### src/rtl/td_tok_pkg.sv
package td_tok_pkg;
   localparam int TOK_W     = 32;
   localparam int TGL_B     = 31;
   localparam int BYTES_HI  = 30;
   localparam int BYTES_LO  = 16;
   localparam int BYTES_W   = BYTES_HI - BYTES_LO + 1;
   localparam int IOC_B     = 15;
   localparam int PAGE_HI   = 14;
   localparam int PAGE_LO   = 12;
   localparam int PAGE_W    = PAGE_HI - PAGE_LO + 1;
   localparam int CERR_HI   = 11;
   localparam int CERR_LO   = 10;
   localparam int CERR_W    = CERR_HI - CERR_LO + 1;
   localparam int ACT_B     = 7;
   localparam int HALT_B    = 6;
   localparam int BUFERR_B  = 5;
   localparam int BABBLE_B  = 4;
   localparam int XACTERR_B = 3;

   localparam int RES_W      = 5;
   localparam int RES_OK     = 0;
   localparam int RES_XACT   = 1;
   localparam int RES_BUF    = 2;
   localparam int RES_STALL  = 3;
   localparam int RES_BABBLE = 4;
endpackage

### src/rtl/td_bytecount.sv
module td_bytecount #(
   parameter int BYTES_W  = 15,
   parameter int MPL_W    = 11,
   parameter bit SATURATE = 1'b1
) (
   input  logic [BYTES_W-1:0] total,
   input  logic [BYTES_W-1:0] moved,
   input  logic [MPL_W-1:0]   max_pkt,
   output logic [BYTES_W-1:0] next_total,
   output logic               done
);
   localparam int PAD_W = BYTES_W - MPL_W;

   logic [BYTES_W-1:0] mpl_ext;
   logic               short_pkt;

   if (PAD_W > 0) begin : g_pad
      assign mpl_ext = {{PAD_W{1'b0}}, max_pkt};
   end else begin : g_nopad
      assign mpl_ext = max_pkt[BYTES_W-1:0];
   end

   if (SATURATE) begin : g_sat
      assign next_total = (moved >= total) ? '0 : (total - moved);
   end else begin : g_wrap
      assign next_total = total - moved;
   end

   assign short_pkt = (moved < mpl_ext);
   assign done      = (next_total == '0) || short_pkt;
endmodule

### src/rtl/td_errcount.sv
module td_errcount #(
   parameter int CERR_W = 2
) (
   input  logic [CERR_W-1:0] cerr,
   input  logic              is_xact,
   output logic [CERR_W-1:0] next_cerr,
   output logic              exhausted
);
   localparam logic [CERR_W-1:0] ONE = CERR_W'(1);

   logic counting;

   assign counting  = is_xact && (cerr != '0);
   assign next_cerr = counting ? (cerr - ONE) : cerr;
   assign exhausted = counting && (cerr == ONE);
endmodule

### src/rtl/td_token_update.sv
module td_token_update
   import td_tok_pkg::*;
#(
   parameter int MPL_W     = 11,
   parameter bit SATURATE  = 1'b1,
   parameter int MAX_BYTES = 20480,
   parameter int MAX_PAGE  = 4
) (
   input  logic              clk,
   input  logic              rst_n,
   input  logic              upd_valid,
   input  logic [TOK_W-1:0]  tok_in,
   input  logic [RES_W-1:0]  result,
   input  logic [BYTES_W-1:0] bytes_moved,
   input  logic [MPL_W-1:0]  max_pkt,
   input  logic              toggle_from_td,
   input  logic              err_irq_en,
   output logic [TOK_W-1:0]  tok_out,
   output logic              out_valid,
   output logic              active_out,
   output logic              halted_out,
   output logic              retire,
   output logic              irq_complete,
   output logic              irq_error
);
   if (MPL_W > BYTES_W) begin : g_bad_mpl
      $error("MPL_W must not exceed the byte-count width");
   end
   if (MAX_BYTES >= (1 << BYTES_W)) begin : g_bad_bytes
      $error("MAX_BYTES does not fit the byte-count field");
   end
   if (MAX_PAGE >= (1 << PAGE_W)) begin : g_bad_page
      $error("MAX_PAGE does not fit the page field");
   end

   logic [BYTES_W-1:0] bc_next;
   logic               bc_done;
   logic [CERR_W-1:0]  ec_next;
   logic               ec_exh;
   logic               live;
   logic [TOK_W-1:0]   nxt;
   logic               ret_d, irqc_d, irqe_d;

   td_bytecount #(
      .BYTES_W (BYTES_W),
      .MPL_W   (MPL_W),
      .SATURATE(SATURATE)
   ) u_bytes (
      .total     (tok_in[BYTES_HI:BYTES_LO]),
      .moved     (bytes_moved),
      .max_pkt   (max_pkt),
      .next_total(bc_next),
      .done      (bc_done)
   );

   td_errcount #(
      .CERR_W(CERR_W)
   ) u_err (
      .cerr     (tok_in[CERR_HI:CERR_LO]),
      .is_xact  (result[RES_XACT]),
      .next_cerr(ec_next),
      .exhausted(ec_exh)
   );

   assign live = upd_valid && tok_in[ACT_B];

   always_comb begin
      nxt    = tok_in;
      ret_d  = 1'b0;
      irqc_d = 1'b0;
      irqe_d = 1'b0;
      if (live) begin
         if (result[RES_OK]) begin
            nxt[BYTES_HI:BYTES_LO] = bc_next;
            if (toggle_from_td) nxt[TGL_B] = ~tok_in[TGL_B];
            if (bc_done) begin
               nxt[ACT_B] = 1'b0;
               ret_d      = 1'b1;
               irqc_d     = tok_in[IOC_B];
            end
         end else if (result[RES_XACT]) begin
            nxt[CERR_HI:CERR_LO] = ec_next;
            if (ec_exh) begin
               nxt[ACT_B]     = 1'b0;
               nxt[HALT_B]    = 1'b1;
               nxt[XACTERR_B] = 1'b1;
               irqe_d         = err_irq_en;
            end
         end else if (result[RES_BUF]) begin
            nxt[BUFERR_B] = 1'b1;
         end else if (result[RES_STALL] || result[RES_BABBLE]) begin
            nxt[ACT_B]  = 1'b0;
            nxt[HALT_B] = 1'b1;
            if (result[RES_BABBLE]) nxt[BABBLE_B] = 1'b1;
            irqe_d = err_irq_en;
         end
      end
   end

   always_ff @(posedge clk or negedge rst_n) begin
      if (!rst_n) begin
         tok_out      <= '0;
         out_valid    <= 1'b0;
         retire       <= 1'b0;
         irq_complete <= 1'b0;
         irq_error    <= 1'b0;
      end else begin
         out_valid    <= upd_valid;
         retire       <= ret_d;
         irq_complete <= irqc_d;
         irq_error    <= irqe_d;
         if (upd_valid) tok_out <= nxt;
      end
   end

   assign active_out = tok_out[ACT_B];
   assign halted_out = tok_out[HALT_B];
endmodule

### config.mk
export PLATFORM = sky130hd
export DESIGN_NAME = td_token_update
export DESIGN_NICKNAME = d
export VERILOG_FILES = /design/src/rtl/td_tok_pkg.sv /design/src/rtl/td_bytecount.sv /design/src/rtl/td_errcount.sv /design/src/rtl/td_token_update.sv
export SDC_FILE = /design/constraint.sdc
export NUM_CORES = 1
export LEC_CHECK = 0
export BUFFER_PORTS_ARGS = -buffer_cell sky130_fd_sc_hd__clkbuf_2
export CELL_PAD_IN_SITES_DETAIL_PLACEMENT = 0
export CELL_PAD_IN_SITES_GLOBAL_PLACEMENT = 2
export CORE_MARGIN = 5
export CORE_UTILIZATION = 29
export CTS_CLUSTER_DIAMETER = 80
export DETAILED_ROUTE_END_ITERATION = 6
export GPL_TIMING_DRIVEN = 0
export HOLD_SLACK_MARGIN = 0.05
export PLACE_DENSITY_LB_ADDON = 0.05
export SLEW_MARGIN = 5
export SYNTH_ARGS = -nofsm -noshare
export SYNTH_HDL_FRONTEND = slang
export SYNTH_SLANG_ARGS = --single-unit
export TNS_END_PERCENT = 5
### constraint.sdc
create_clock -name clk -period 1.3 [get_ports clk]
set_clock_uncertainty 0.1 [all_clocks]
set_input_delay 0 -clock clk [delete_from_list [all_inputs] [get_ports clk]]
set_output_delay 0 -clock clk [all_outputs]
set_load 0.01 [all_outputs]
; ---- After elaboration in Yosys (flattened, before gate mapping)
; Cells that the tools add are included.
[op_classes]
addsub = 2
magnitude_cmp = 2
n_eq_ne = 1
mux = 35
bitwise_logic = 1
n_reduce_logical = 7
[op_table]
columns = cell, n
row1 = $mux 16, 2
row2 = $mux 1, 21
row3 = $mux 2, 9
row4 = $ge 15x15->1, 1
row5 = $logic_not 15->1, 1
row6 = $lt 15x11->1, 1
row7 = $mux 15, 1
row8 = $sub 15x15->15, 1
row9 = $mux 5, 1
row10 = $mux 4, 1
row11 = $logic_and 1x1->1, 3
row12 = $eq 2x1->1 const B, 1
row13 = $logic_or 1x1->1, 2
row14 = $reduce_bool 2->1, 1
row15 = $sub 2x1->2 const B, 1
row16 = $not 1->1, 1
[word_totals]
register_bits = 36
elab_cells = 53

; ---- Depth between registers and ports, before layout
[depth]
ltp_word = 7
mapped_depth = 11
mapped_depth_nobuf = 11

; ---- By module
; A second synthesis with hierarchy kept.
[unflattened]
cells_unflattened = 325
hier_area_um2 = 3034.2
[by_module_without_submodules]
columns = mod, n_inst, cells_per_inst, area_each_um2
row1 = td_token_update, 1, 125, 1570.3
row2 = td_bytecount, 1, 192, 1391.3
row3 = td_errcount, 1, 8, 72.6

; ---- Worst setup path before layout
; No wires, ideal clock.
[synth_path]
kind = in2reg
start = in tok_in[16]
end = reg tok_out[7]
setup_time_ns = 0.122
arrival_ns = 2.321
setup_slack_ns = -1.243
stages = 11
path_buffers = 0
cell_sequence = inv_1 -> ha_1 -> fa_1 -> nand2b_1 -> a211o_1 -> a31oi_1 -> a311oi_1 -> or3_1 -> or4_1 -> o211ai_2 -> nand2_1
[synth_via]
elab_chain_len = 7
elab_cells_between_ends = 8
cone_classes = add/sub: 1 / order compare: 1 / mux: 4 / reduce/logical: 2
[synth_rtl]
columns = item, line_no
row1 = "start, declared", td_token_update.sv:12  ; input logic [TOK_W-1:0] tok_in,
row2 = $sub 15x15->15 or $ge 15x15->1 (tied branches), td_bytecount.sv:24  ; assign next_total = (moved >= total) ? '0 : (total - moved);
row3 = $mux 15 *, td_bytecount.sv:24
row4 = $logic_not 15->1 *, td_bytecount.sv:30  ; assign done = (next_total == '0) || short_pkt;
row5 = $logic_or 1x1->1 *, td_bytecount.sv:30
row6 = $mux 1 *, td_token_update.sv:76  ; if (bc_done) begin
row7 = $mux 1 *, td_token_update.sv:73  ; if (result[RES_OK]) begin
row8 = $mux 5 *, td_token_update.sv:72  ; if (live) begin
row9 = "end signal, assigned", td_token_update.sv:112  ; if (upd_valid) tok_out <= nxt;
row10 = "end, declared", td_token_update.sv:18  ; output logic [TOK_W-1:0] tok_out,
; Mark *: on every way between the ends. The rest lies on a longest branch, timed or not.
; A chain may end at the register's enable or synchronous reset.

; ---- Final worst setup path
; Ends and elaborated chain as after synthesis.

==> results.md <==
- Top-count cell post-synth: dfrtp_1
- Synth Flop Type: dfrtp_1
- ANT cells: 0
- Fin util: 0.438
- Setup TNS Final: -10.43 ns
- Synth cell count leaders: dfrtp_1, inv_1, nor2_1, ha_1, a21oi_1
- CTS tree: yes
- Synthesized Nets: 457
- Worst-Skew Late Latency: just under 0.3 ns
- Filler cells: 1,100
- CP Launch Type: input port
- Initial antenna violation count: 0
- Asr flop ratio synth: 1.00
- CP arrival: 2.46 ns
- Unique masters post-synth: 59
- Worst endpoint required time: 1.37 ns
- Synth warn: 0
- Post-Syn Instances: 360
- Synth top area cells: dfrtp_1, ha_1, mux2i_1, inv_1, nor2_1
- Core Box Area: between 10,000 and 15,000 um2
- Clock tree sinks: 36
- DR DRC count: 0
- I/O pin count: roughly 110
- Avg Synthesized Cell Area: 8.54 um2
- Drt wl/cell: around 16 um
- Post-synth EDFFs: 0
- Largest net degree at the start of global routing: 37
- Crit path max-delay family: simple AND/OR/NAND/NOR gates
- Final period utilization: 1.83
- Power per Cell Area: 848 nW/um2
- Tmin final: 2.38 ns
- Initial Util: 0.298
- CTS max path bufs: 2
- Slew Viols, Final: 0
- Worst path slowest cell: or4_4
- Crit path capture type: flip-flop
- Post-DR vias/cell: ~4.8
- Vias post-DR: ~3,200
- Area leader, netlist: dfrtp_1
- Sequential area share after synthesis: 0.293
- FP Rows: 37
- WL final: 10,100 um
- CTS H-tree lvls: 2
- Fin nets: 611
- Unrepaired setup endpoints after global routing: true
- Final ANT Viol Nets: 0
- Hold Slack: 0.0629 ns
- Setup slack after layout: -1.08 ns
- Status: complete, but fails checks
- Chip height: between 100 and 150 um
- Power, Total: approximately 3800 uW
- Clock root buffer: clkbuf_8
- Die width: 113 um
- Share of cells above drive strength 1: 0.334
- Synthesized flop and latch total: 36
- CTS Buf Count: 5
- Hold crit path type: in -> reg
- Fmax: around 420 MHz
- Worst IR drop on VDD: just over 0.6 mV
- Worst path bufs/invs: 2
- Worst-path clk slew: roughly 0.07 ns
- RePlAce Congestion: roughly 0.8
- Top cell type's share of synthesized area: 0.293
- Post-DP HPWL: between 8000 and 9000 um
- Initial DRC Count: between 100 and 150
- Worst Max-Slew Pin Slew: between 0.8 and 0.9 ns
- Critical path type: in -> reg
- Post-Syn Area: between 3000 and 4000 um2
- Max incr delay on CP: ~0.42 ns
- Max capacitance violation total: 0
- Global-route wire length before repair: about 16,000 um
- Worst-path cell chain: clkbuf_16 > inv_12 > ha_4 > fa_2 > nand2b_4 > a211o_4 > a31oi_4 > a311oi_4 > or3_1 > or4_4 > o211ai_2 > nand2_1
- GR Overflow Total: 0
- Setup violations, final: 19
- Slew HR: 0.454
- Die area: about 13,000 um2
- Hold Fails Final Rpt: 0
- Critical Path Fanout Max: 3
- Failing checks: setup timing
- Area Overhead vs Synth: 46.9%
- First-pass DRT Iterations: 5
- Vias in the first global route: ~3,200
- Pleak: between 0.002 and 0.0025 uW
- Tot GR Track Use: 0.155
- PortBufs: 105
worst register-to-register path, stage by stage (launching register included):
cell,delay [ns]
dfrtp_1,0.40
and2b_1,0.17
a31oi_1,0.14
nand2_1,0.07
metrics by stage:
stage / setup slack [ns] / std cells / instance area [um2]
6_report: -1.08 / 651 / 4520
5_1_grt: -1.14 / 651 / 4520
4_1_cts: -1.06 / 650 / 4390
3_5_place_dp: -1.58 / 601 / 3810
3_3_place_gp: -1.63 / 601 / 3810
2_1_floorplan: -1.13 / 360 / 3110
per-layer routing:
layer | part of all wire | GRT usage
met1 | 0.47 | 0.214
met2 | 0.48 | 0.263
met4 | 0.0098 | 0.0176
met5 | 0 | 0
met3 | 0.039 | 0.0273
kinds of logic (layout without fill, tap and decap cells):
| family | Yosys count | after routing | share of synthesized area |
|---|---|---|---|
| compound gates | 93 | 93 | 0.203 |
| mux | 26 | 26 | 0.0899 |
| xor+xnor | 8 | 8 | 0.0228 |
| fa+ha+maj | 29 | 29 | 0.120 |
| flops | 36 | 36 | 0.293 |
| simple gates | 114 | 114 | 0.192 |
| buf+inv | 54 | 209 | 0.0789 |
area by class of cell:
class	instances	area, um2	share of cell area
multi-input combinational	270	2120	0.469
timing repair buffer	147	961	0.213
sequential	36	901	0.199
tap	136	170	0.0377
inverter	34	140	0.0310
buffer	20	118	0.0260
clock buffer	5	68.8	0.0152
clock inverter	3	42.5	0.00942
report_power, final:
group	switching (uW)	internal (uW)	leakage, uW
registers	62.7	1240	0.000432
clock network	420	568	0.0000541
logic	846	697	0.00171
sequential cells by signal (all words and copies together), names as in the netlist:
register / cells
tok_out: 32
retire: 1
irq_error: 1
irq_complete: 1
out_valid: 1
cells in the final DEF, fill, tap and decap left out, drive strengths merged, types with 3 or more instances in the layout:
| master | Yosys | final |
|---|---|---|
| a31oi | 6 | 6 |
| buf | 12 | 16 |
| o2111ai | 3 | 3 |
| mux2i | 16 | 16 |
| mux2 | 10 | 10 |
| a211oi | 6 | 6 |
| nor3 | 9 | 9 |
| clkbuf | 8 | 117 |
| nand4 | 4 | 4 |
| nor2 | 32 | 32 |
| inv | 34 | 34 |
| or3 | 3 | 3 |
| nand3 | 19 | 19 |
| dfrtp | 36 | 36 |
| a21o | 11 | 11 |
| xor2 | 5 | 5 |
| o21a | 5 | 5 |
| nand2 | 17 | 17 |
| a211o | 3 | 3 |
| nand2b | 4 | 4 |
| o211ai | 3 | 3 |
| and4 | 3 | 3 |
| nor4 | 5 | 5 |
| a21oi | 23 | 23 |
| xnor2 | 3 | 3 |
| o21ai | 19 | 19 |
| ha | 28 | 28 |
| dlygate4sd3 | 0 | 39 |
worst paths after layout:
check                                        start                       to  slack [ns]  cells past startpoint
setup / recovery                        tok_in[16]   tok_out[7]$_DFFE_PN0P_       -1.08                     12
hold / removal                           tok_in[7]         retire$_DFF_PN0_        0.06                      3
setup reg to reg            tok_out[7]$_DFFE_PN0P_   tok_out[7]$_DFFE_PN0P_        0.31                      3
hold reg to reg            tok_out[12]$_DFFE_PN0P_  tok_out[12]$_DFFE_PN0P_        0.41                      1
max in group asynchronous                    rst_n   tok_out[4]$_DFFE_PN0P_        0.33                      2
min in group asynchronous                    rst_n  tok_out[14]$_DFFE_PN0P_        0.24                      2
repair_timing:
item,in CTS,in global routing
hold endpoints to repair,71,0
setup buffers,2,1
resized for setup,14,23
pin swaps,7,5
endpoints found under the setup margin,24,61
hold buffers,39,0
Note: power is estimated with default switching activity, not from simulation.
